===== src/rtl/nvm_arb_pkg.sv =====
`timescale 1ns/1ps
package nvm_arb_pkg;
  localparam int unsigned BIT_SCK  = 0;
  localparam int unsigned BIT_CSN  = 1;
  localparam int unsigned BIT_MOSI = 2;
  localparam int unsigned BIT_DIN  = 3;
  localparam int unsigned BIT_REQ  = 4;
  localparam int unsigned BIT_GNT  = 5;
  localparam int unsigned MIN_REG_W = BIT_GNT + 1;

  typedef struct packed {
    logic sck;
    logic cs_n;
    logic mosi;
  } pins_t;

  localparam pins_t PINS_IDLE = '{sck: 1'b0, cs_n: 1'b1, mosi: 1'b0};
endpackage


===== src/rtl/nvm_arb_sync.sv =====
`timescale 1ns/1ps
module nvm_arb_sync #(
  parameter int unsigned STAGES = 2
) (
  input  logic clk_i,
  input  logic rst_ni,
  input  logic d_i,
  output logic q_o
);
  if (STAGES == 0) begin : g_bypass
    assign q_o = d_i;
  end else begin : g_flops
    logic [STAGES-1:0] pipe_q;
    always_ff @(posedge clk_i or negedge rst_ni) begin
      if (!rst_ni) pipe_q <= '0;
      else if (STAGES == 1) pipe_q <= d_i;
      else pipe_q <= {pipe_q[STAGES-2:0], d_i};
    end
    assign q_o = pipe_q[STAGES-1];
  end
endmodule


===== src/rtl/nvm_arb_regfile.sv =====
`timescale 1ns/1ps
module nvm_arb_regfile
  import nvm_arb_pkg::*;
#(
  parameter int unsigned REG_W = 8
) (
  input  logic             clk_i,
  input  logic             rst_ni,
  input  logic             we_i,
  input  logic [REG_W-1:0] wdata_i,
  output logic             req_o,
  output pins_t            sw_pins_o
);
  logic  req_q;
  pins_t pins_q;

  always_ff @(posedge clk_i or negedge rst_ni) begin
    if (!rst_ni) begin
      req_q  <= 1'b0;
      pins_q <= PINS_IDLE;
    end else if (we_i) begin
      req_q       <= wdata_i[BIT_REQ];
      pins_q.sck  <= wdata_i[BIT_SCK];
      pins_q.cs_n <= wdata_i[BIT_CSN];
      pins_q.mosi <= wdata_i[BIT_MOSI];
    end
  end

  assign req_o     = req_q;
  assign sw_pins_o = pins_q;
endmodule


===== src/rtl/nvm_arb_grant.sv =====
`timescale 1ns/1ps
module nvm_arb_grant (
  input  logic clk_i,
  input  logic rst_ni,
  input  logic req_i,
  input  logic busy_i,
  output logic gnt_o,
  output logic hold_o
);
  logic gnt_q;

  // grant only from an idle engine; never revoked while request stays
  always_ff @(posedge clk_i or negedge rst_ni) begin
    if (!rst_ni) gnt_q <= 1'b0;
    else gnt_q <= req_i & (gnt_q | ~busy_i);
  end

  assign gnt_o  = gnt_q;
  assign hold_o = req_i | gnt_q;
endmodule


===== src/rtl/nvm_arb_pinmux.sv =====
`timescale 1ns/1ps
module nvm_arb_pinmux
  import nvm_arb_pkg::*;
(
  input  logic  gnt_i,
  input  logic  busy_i,
  input  pins_t sw_i,
  input  pins_t eng_i,
  output pins_t pins_o
);
  always_comb begin
    if (gnt_i)       pins_o = sw_i;
    else if (busy_i) pins_o = eng_i;
    else             pins_o = PINS_IDLE;
  end
endmodule


===== src/rtl/nvm_pin_arbiter.sv =====
`timescale 1ns/1ps
module nvm_pin_arbiter
  import nvm_arb_pkg::*;
#(
  parameter int unsigned REG_W       = 8,
  parameter int unsigned SYNC_STAGES = 2
) (
  input  logic             clk_i,
  input  logic             rst_ni,
  input  logic             reg_we_i,
  input  logic [REG_W-1:0] reg_wdata_i,
  output logic [REG_W-1:0] reg_rdata_o,
  input  logic             eng_busy_i,
  input  logic             eng_sck_i,
  input  logic             eng_cs_ni,
  input  logic             eng_mosi_i,
  output logic             eng_hold_o,
  output logic             nvm_sck_o,
  output logic             nvm_cs_no,
  output logic             nvm_mosi_o,
  input  logic             nvm_miso_i
);
  initial begin
    if (REG_W < MIN_REG_W) $error("REG_W too small");
  end

  logic  req, gnt, din_s;
  pins_t sw_pins, eng_pins, pins;

  assign eng_pins = '{sck: eng_sck_i, cs_n: eng_cs_ni, mosi: eng_mosi_i};

  nvm_arb_regfile #(.REG_W(REG_W)) u_regs (
    .clk_i, .rst_ni, .we_i(reg_we_i), .wdata_i(reg_wdata_i),
    .req_o(req), .sw_pins_o(sw_pins)
  );

  nvm_arb_grant u_grant (
    .clk_i, .rst_ni, .req_i(req), .busy_i(eng_busy_i),
    .gnt_o(gnt), .hold_o(eng_hold_o)
  );

  nvm_arb_sync #(.STAGES(SYNC_STAGES)) u_din_sync (
    .clk_i, .rst_ni, .d_i(nvm_miso_i), .q_o(din_s)
  );

  nvm_arb_pinmux u_mux (
    .gnt_i(gnt), .busy_i(eng_busy_i), .sw_i(sw_pins), .eng_i(eng_pins),
    .pins_o(pins)
  );

  assign nvm_sck_o  = pins.sck;
  assign nvm_cs_no  = pins.cs_n;
  assign nvm_mosi_o = pins.mosi;

  always_comb begin
    reg_rdata_o           = '0;
    reg_rdata_o[BIT_SCK]  = sw_pins.sck;
    reg_rdata_o[BIT_CSN]  = sw_pins.cs_n;
    reg_rdata_o[BIT_MOSI] = sw_pins.mosi;
    reg_rdata_o[BIT_DIN]  = din_s;
    reg_rdata_o[BIT_REQ]  = req;
    reg_rdata_o[BIT_GNT]  = gnt;
  end
endmodule


===== config.mk =====
export PLATFORM = sky130hd
export DESIGN_NAME = nvm_pin_arbiter
export DESIGN_NICKNAME = d
export VERILOG_FILES = /design/src/rtl/nvm_arb_pkg.sv /design/src/rtl/nvm_arb_sync.sv /design/src/rtl/nvm_arb_regfile.sv /design/src/rtl/nvm_arb_grant.sv /design/src/rtl/nvm_arb_pinmux.sv /design/src/rtl/nvm_pin_arbiter.sv
export SDC_FILE = /design/constraint.sdc
export NUM_CORES = 1
export LEC_CHECK = 0
export ABC_CLOCK_PERIOD_IN_PS = 900
export BUFFER_PORTS_ARGS = -buffer_cell sky130_fd_sc_hd__buf_2
export CORE_AREA = 4 4 41 43
export CTS_BUF_LIST = sky130_fd_sc_hd__clkbuf_4
export DETAILED_ROUTE_END_ITERATION = 8
export DIE_AREA = 0 0 45 47
export RECOVER_POWER = 50
export SYNTH_ARGS = -nofsm -noshare
export SYNTH_HDL_FRONTEND = slang
export SYNTH_SLANG_ARGS = --single-unit

===== constraint.sdc =====
create_clock -name clk_i -period 0.9 [get_ports clk_i]
set_input_delay 0 -clock clk_i [delete_from_list [all_inputs] [get_ports clk_i]]
set_output_delay 0 -clock clk_i [all_outputs]
set_load 0.005 [all_outputs]

==> results summary, run 1 <==
The synthesized cell area is 317 um2. The register bit count reported by yosys is 7. The maximum number of pins on one net before global-route repair came out at 8.

Of the total synthesized cell area, the portion taken by full adders, half adders and majority gates is 0%. The number of search-and-repair iterations in the first detailed-routing pass is 2. In the layout the commonest cells are buf_2 (19), dlygate4sd3_1 (7), dfrtp_1 (6). The checks that failed: negative setup slack. Yosys attributes the largest share of cell area to dfrtp_1 (47%), buf_4 (12%), mux2_2 (11%). The number of antenna violations at the first check in global routing is 0. CTS built an H-tree with a depth of 1. After detailed routing, the number of remaining DRC violations is 0. During synthesis, Yosys emitted a total of 0 warnings.

The floorplan row count came out at 13. The total die area came out at 0.00212 mm2. By area, the combinational part of the netlist is dominated by buffers and inverters. The worst setup path is launched from a flop. The final critical-path share of the clock period came out at 119%.

The final hold violation count is 0. The count of max-cap constraint violations came out at 0. The number of cells after detailed placement is 62. The setup slack on the worst flop-to-flop path is 0.07 ns.

After layout, the worst setup slack is -0.169 ns. Setup repair after global routing could not meet its margin everywhere. The total half-perimeter wirelength after legalization and detailed placement came out at 557 um. The gate count after technology mapping came out at 29.

At the end of the flow, the number of nets in the layout was 76. The synthesized-area fraction occupied by xor and xnor cells is 0%. Along the worst hold path, the cell count comes to 3. The number of ports placed on the die boundary is 28. The basic-gate share of the synthesized area counting and, or, nand and nor cells came out at 10.7%. The capturing element type of the critical path is an output pin. The initial core utilization is 24.3%. The average detailed-routed wire length per instance came out at 9.82 um. The share of layout cells above drive strength 1 came out at 54.2%. The depth of the most critical reg-to-reg path is 2. The number of I/O port buffers is 21. The worst path in the final design needs a cycle of 1.07 ns, including I/O delays and setup. The areal power density over the cells came out at 1610 mW/mm2. The post-synthesis area per instance is 10.9 um2. The number of slew-limit violations in the final report came out at 0.

In this run the vertical extent of the chip is 47 um. The required time at the endpoint of the critical path came out at 0.90 ns. The proportion of synthesized chip area in sequential cells came out at 55.7%. The setup path with the least slack is of type flop to output pin. The leakage component of the power came out at 0.277 nW. The number of global-route vias before repair came out at 260.

The overall overflow remaining after global route came out at 0. For the final routed database, the setup TNS stands at -0.634 ns. The ratio of routed vias to standard cells came out at 3.97. The setup clock skew after layout came out at 0.00467 ns. The source of the worst hold timing path is eng_busy_i. The run finished, with violations left. The area of the core is 0.00130 mm2. The maximum clock path buffer count came out at 2. The synthesized netlist devotes 7.51% of its cell area to compound gates. The CTS tree is done. The relative area change from synthesis to final layout came out at 67.6%. The worst vdd rail ir drop is 0.000939 V.

The worst flop-to-flop path endpoint is u_grant.gnt_o$_DFF_PN0_. The arrival time of the worst setup path is 1.07 ns. The number of clock buffers added by TritonCTS is 3. The share of the core filled with cells in the final layout is 40.8%. The most common cell after layout, fill and taps aside is buf_2. The die extent in x came out at 45 um. Routability-driven placement finished with a final weighted congestion of 0.624. The total via count in the routed design came out at 294. The multiplexer fraction of the synthesized cell area came out at 10.7%. The tightest min-delay check is of the input pin to flop type. Setup violations remaining at the end of the flow were counted as 5. The area share of the largest cell type after synthesis is 47.4%.

The starting DRC count in detailed routing is 2. The maximum fanout count along the critical path came out at 5. Once detail routing completed, the nets flagged for antenna violations numbered 0. Wires add up to 727 um. The number of antenna cells inserted came out at 0. The overall global routing resource usage is 8.30%. The post-placement setup slack came out at 0.0388 ns.

The startpoint identified for the worst register-to-register timing path is u_grant.gnt_o$_DFF_PN0_. The wire length of the first global-routing pass is 1120 um. The biggest area contributor in the post-synthesis netlist is dfrtp_1. The tree is rooted in a clkbuf_4. At the later pin of the worst-skew pair, clock insertion delay measures 0.25 ns. Timing would allow up to 935 MHz. Clock-pin slew was measured on the worst setup and hold paths at 0.05 ns. The number of standard cells in the final layout excluding fillers came out at 74.

After synthesis, the netlist uses 12 different library cells. Counting every sink on the clock net gives 7. The path with the worst hold slack has its endpoint at u_grant.gnt_o$_DFF_PN0_.
-- final cells by class --
cell class                      instances  area, um2
Inverter                                2       7.51
Tap cell                               15       18.8
Multi-Input combinational cell         16        106
Timing Repair Buffer                   30        191
Fill cell                             137        771
Sequential cell                         7        176
Clock buffer                            4       30.0
-- stage by stage --
| stage | hold WS [ns] | instance area [um2] | power (mW) |
|---|---|---|---|
| after floorplan | -0.296 | 320 | 0.444 |
| after global placement | -0.163 | 414 | 0.513 |
| after detailed placement | -0.162 | 414 | 0.516 |
| after CTS | 0.0887 | 522 | 0.861 |
| after global routing | 0.0878 | 531 | 0.914 |
| final | 0.0917 | 531 | 0.857 |
-- logic make-up after synthesis --
logic type | after synthesis
flops | 7
compound gates | 4
other cells | 1
mux | 3
simple gates | 7
buf+inv | 7
-- layer usage --
layer	share of wire, %	global-route usage [%]
met2	45	10.5
met3	13	3.83
met5	0	0
met4	5.0	10.5
met1	38	9.13
-- where the power goes --
| part | switching, mW | leakage [nW] | internal, mW |
|---|---|---|---|
| clock network | 0.111 | 0.0184 | 0.199 |
| registers | 0.0190 | 0.0814 | 0.346 |
| logic | 0.0673 | 0.177 | 0.115 |
| total | 0.197 | 0.277 | 0.660 |
-- synth_stat cells --
library cell and instances:
o21ai_0 3, and2_1 1, dfrtp_1 6, or2_2 1
a2bb2oi_1 1, inv_1 2, conb_1 1, nand2b_1 1
buf_4 5, mux2_2 3, dfstp_2 1, nand2_1 4
-- worst max-delay path: stages, from the launching register on --
cell       delay (ns)
dfrtp_1          0.41
buf_4            0.15
a2bb2oi_1        0.13
buf_2            0.13
-- flip-flops by register name, summed over array words and instances, names as in the netlist --
register	flops
u_din_sync.g_flops.pipe_q	2
u_regs.req_o	1
u_regs.sw_pins_o	3
u_grant.gnt_o	1
-- repair_timing --
| action | in CTS | in global routing |
|---|---|---|
| cloned | 0 | 0 |
| endpoints found under the setup margin | 5 | 8 |
| endpoints found under the hold margin | 12 | 0 |
| gates resized for setup | 2 | 2 |
| buffers inserted | 0 | 1 |
| hold buffers | 7 | 0 |
-- worst max path at each step --
stage	from	endpoint	slack, ns
finish	u_grant.gnt_o$_DFF_PN0_	nvm_cs_no	-0.17
global route	u_grant.gnt_o$_DFF_PN0_	nvm_mosi_o	-0.21
CTS	u_grant.gnt_o$_DFF_PN0_	nvm_cs_no	-0.18
detailed placement	u_grant.gnt_o$_DFF_PN0_	u_grant.gnt_o$_DFF_PN0_	0.04
global placement	u_grant.gnt_o$_DFF_PN0_	u_grant.gnt_o$_DFF_PN0_	0.05
floorplan	u_grant.gnt_o$_DFF_PN0_	u_grant.gnt_o$_DFF_PN0_	0.07
Note: power is estimated with default switching activity, not from simulation.
==> run 2: changes to the inputs <==
Settings changed: ABC_CLOCK_PERIOD_IN_PS 900 to 1100.
Clock period 0.9 ns to 1.1 ns, I/O delays scaled along.
==> run 2 against run 1 <==
Compared with the run above: the flow now finishes without violations; clock power fell by 17%; non-clock buffer count increased by 1; sequential share of layout area decreased by 0.31 points; via count is 0.68% lower; core utilization increased by 0.38 points; combinational power shrank 16%; final cell count is 1.4% higher; first-iteration DRC count shrank 100%; power decreased by 17%; hold slack better by 0.079 ns; wire length grew 6.7%.
==> results summary, run 2 (synthesis results as in run 1) <==
Run status: completed (was finished, violations left). The areal power density over the cells was 1320 mW/mm2 (was 1610 mW/mm2). The count of max-cap constraint violations came out at 0 (unchanged). The number of antenna violations at the first check in global routing came out at 0 (unchanged). The post-placement setup slack is 0.197 ns (was 0.0388 ns). The number of flip-flops under the largest register name came to 3 (unchanged).

The depth of the most critical reg-to-reg path came out at 3 (was 2). The timing-limited maximum frequency is 938 MHz. The overall overflow remaining after global route came out at 0 (unchanged). The number of standard cells in the final layout excluding fillers is 75 (was 74).

The detailed-route DRC error count is 0 (unchanged). The final hold violation count came to 0 (unchanged). The number of nets in the layout is 77 (was 76). The root cell of the clock tree is clkbuf_4 (unchanged). The maximum fanout count along the critical path is 5 (unchanged). The part of the total power dissipated in sequential elements came out at 42.1% (was 42.6%).

The share of power burned in the clock network is 36.3% (was 36.2%). The origin of the critical flop-to-flop path was u_grant.gnt_o$_DFF_PN0_ (unchanged). The relative area change from synthesis to final layout came out at 69.2% (was 67.6%). The total half-perimeter wirelength after legalization and detailed placement was 539 um (was 557 um). The wire length of the first global-routing pass came to 1290 um (was 1120 um). The maximum clock path buffer count is 2 (unchanged). The initial core utilization came out at 24.3% (unchanged). The final critical path time including I/O delays and setup came out at 1.07 ns. The starting DRC count in detailed routing was 0 (was 2). The total die area is 0.00212 mm2 (unchanged). The type of the most critical hold path was input pin to async pin (was input pin to flop). The arrival time of the worst setup path is 1.07 ns (about the same). Commonest cells after routing, fill and taps aside: buf_2 (20), dlygate4sd3_1 (7), dfrtp_1 (6) (was buf_2 (19), dlygate4sd3_1 (7), dfrtp_1 (6)). The number of cells after detailed placement is 61 (was 62). The worst slack on hold paths came out at 0.171 ns (was 0.0917 ns). The ratio of routed vias to standard cells came out at 3.89 (was 3.97). The total CTS buffers came out at 3 (unchanged).

The aggregate negative setup slack came out at 0 ns (was -0.634 ns). The final wirelength came out at 776 um (was 727 um). The count of antenna-violating nets left after detailed routing is 0 (unchanged).

The post-route worst setup slack came out at 0.0335 ns (was -0.169 ns). The worst vdd rail ir drop came out at 0.000595 V (was 0.000939 V). The class of the most critical setup path is flop to output pin (unchanged).

The setup slack on the worst flop-to-flop path is 0.15 ns (was 0.07 ns). The average detailed-routed wire length per instance is 10.3 um (was 9.82 um). The number of ports placed on the die boundary came out at 28 (unchanged). The total setup violations reported at the end of the flow came out at 0 (was 5). The combinational power share came to 21.6% (was 21.3%). The number of search-and-repair iterations in the first detailed-routing pass is 1 (was 2). The area of the core came out at 0.00130 mm2 (unchanged). The share of layout cells above drive strength 1 is 55.0% (was 54.2%). The insertion delay of the later-clocked pin in the worst-skew pair came out at 0.25 ns (about the same).

The slowest stage cell on the critical path is dfrtp_1 (unchanged). The overall global routing resource usage came to 9.72% (was 8.30%). Setup repair after global routing missed its margin: true (unchanged). The number of antenna cells inserted is 0 (unchanged).

The switching power of the nets is 0.165 mW (was 0.197 mW). The highest cell delay on the worst timing path is 0.41 ns (about the same). The internal power is 0.542 mW (was 0.660 mW). The placer congestion estimate came to 0.622 (was 0.624). The startpoint type of the worst setup path is a flop (unchanged). The leakage component of the power is 0.280 nW (was 0.277 nW). The maximum number of pins on one net before global-route repair is 8 (unchanged).

The chip height was 47 um (unchanged). The die extent in x is 45 um (unchanged). The final critical-path share of the clock period is 97.0%. The setup clock skew after layout came out at 0.0000788 ns (was 0.00467 ns). The number of global-route vias before repair is 284 (was 260). The CTS tree is done (unchanged). The capturing element type of the critical path was an output pin (unchanged).

The deepest level of the CTS H-tree came out at 1 (unchanged). The most common cell after layout, fill and taps aside is buf_2 (unchanged). The required time at the endpoint of the critical path is 1.10 ns (was 0.90 ns). The number of slew-limit violations in the final report is 0 (unchanged). The power after layout is 0.708 mW (was 0.857 mW). The number of sinks handled by clock tree synthesis came out at 7 (unchanged). The number of I/O port buffers came out at 21 (unchanged). The proportion of total power due to net switching came out at 23.4% (was 23.0%). Cell Chain, Critical Path: buf_4 > a2bb2oi_1 > buf_2 (unchanged). The worst flop-to-flop path endpoint is u_grant.gnt_o$_DFF_PN0_ (unchanged). The clock slew seen by the registers of the worst setup and hold paths is 0.05 ns (about the same). The total via count in the routed design is 292 (was 294). The floorplan row count is 13 (unchanged).
## run 2: repair_timing
action,4_1_cts,5_1_grt
gates cloned,0,0
pin swaps,0,0
hold buffers,7,0
hold endpoints to repair,12,0
gates resized for setup,1,2
setup buffers,2,1
endpoints found under the setup margin,3,4
## run 2: worst max path at each step
| stage | start | to | slack [ns] |
|---|---|---|---|
| 2_1_floorplan | u_grant.gnt_o$_DFF_PN0_ | u_grant.gnt_o$_DFF_PN0_ | 0.27 |
| 3_3_place_gp | u_grant.gnt_o$_DFF_PN0_ | u_grant.gnt_o$_DFF_PN0_ | 0.21 |
| 3_5_place_dp | u_grant.gnt_o$_DFF_PN0_ | u_grant.gnt_o$_DFF_PN0_ | 0.20 |
| 4_1_cts | u_grant.gnt_o$_DFF_PN0_ | nvm_mosi_o | 0.02 |
| 5_1_grt | u_grant.gnt_o$_DFF_PN0_ | nvm_sck_o | -0.02 |
| 6_report | u_grant.gnt_o$_DFF_PN0_ | nvm_cs_no | 0.03 |
## run 2: stage by stage
| step | area [um2] | utilization, % |
|---|---|---|
| finish | 536 | 41.2 |
| global route | 536 | 41.2 |
| CTS | 529 | 40.7 |
| detailed placement | 407 | 31.3 |
| global placement | 407 | 31.3 |
| floorplan | 320 | - |
## run 2: final cells by class
type | count | area (um2)
tap | 15 | 18.8
sequential | 7 | 176
fill | 142 | 766
clock buffer | 4 | 30.0
multi-input combinational | 16 | 106
timing repair buffer | 31 | 196
inverter | 2 | 7.51
## run 2: layer usage
metal | vias to the layer above | share of wire [%] | track usage, %
met5 | - | 0 | 0
met4 | 0 | 6.3 | 14.0
met3 | 4 | 12 | 2.30
met2 | 18 | 42 | 12.1
met1 | 124 | 40 | 11.4
li1 | 146 | - | -
## run 2: power by group through the flow
stage          Combinational [mW]  Sequential [mW]  Clock (mW)
2_1_floorplan              0.0613            0.302           0
3_3_place_gp                0.110            0.303           0
3_5_place_dp                0.111            0.304           0
4_1_cts                     0.150            0.299       0.267
5_1_grt                     0.172            0.301       0.286
6_report                    0.153            0.298       0.257
## run 2: critical path: cells and delay by family (launching register included)
kind / cells / cell delay [ns]
buffers and inverters: 2 / 0.27
AO/OA/AOI/OAI: 1 / 0.13
flip-flops: 1 / 0.41
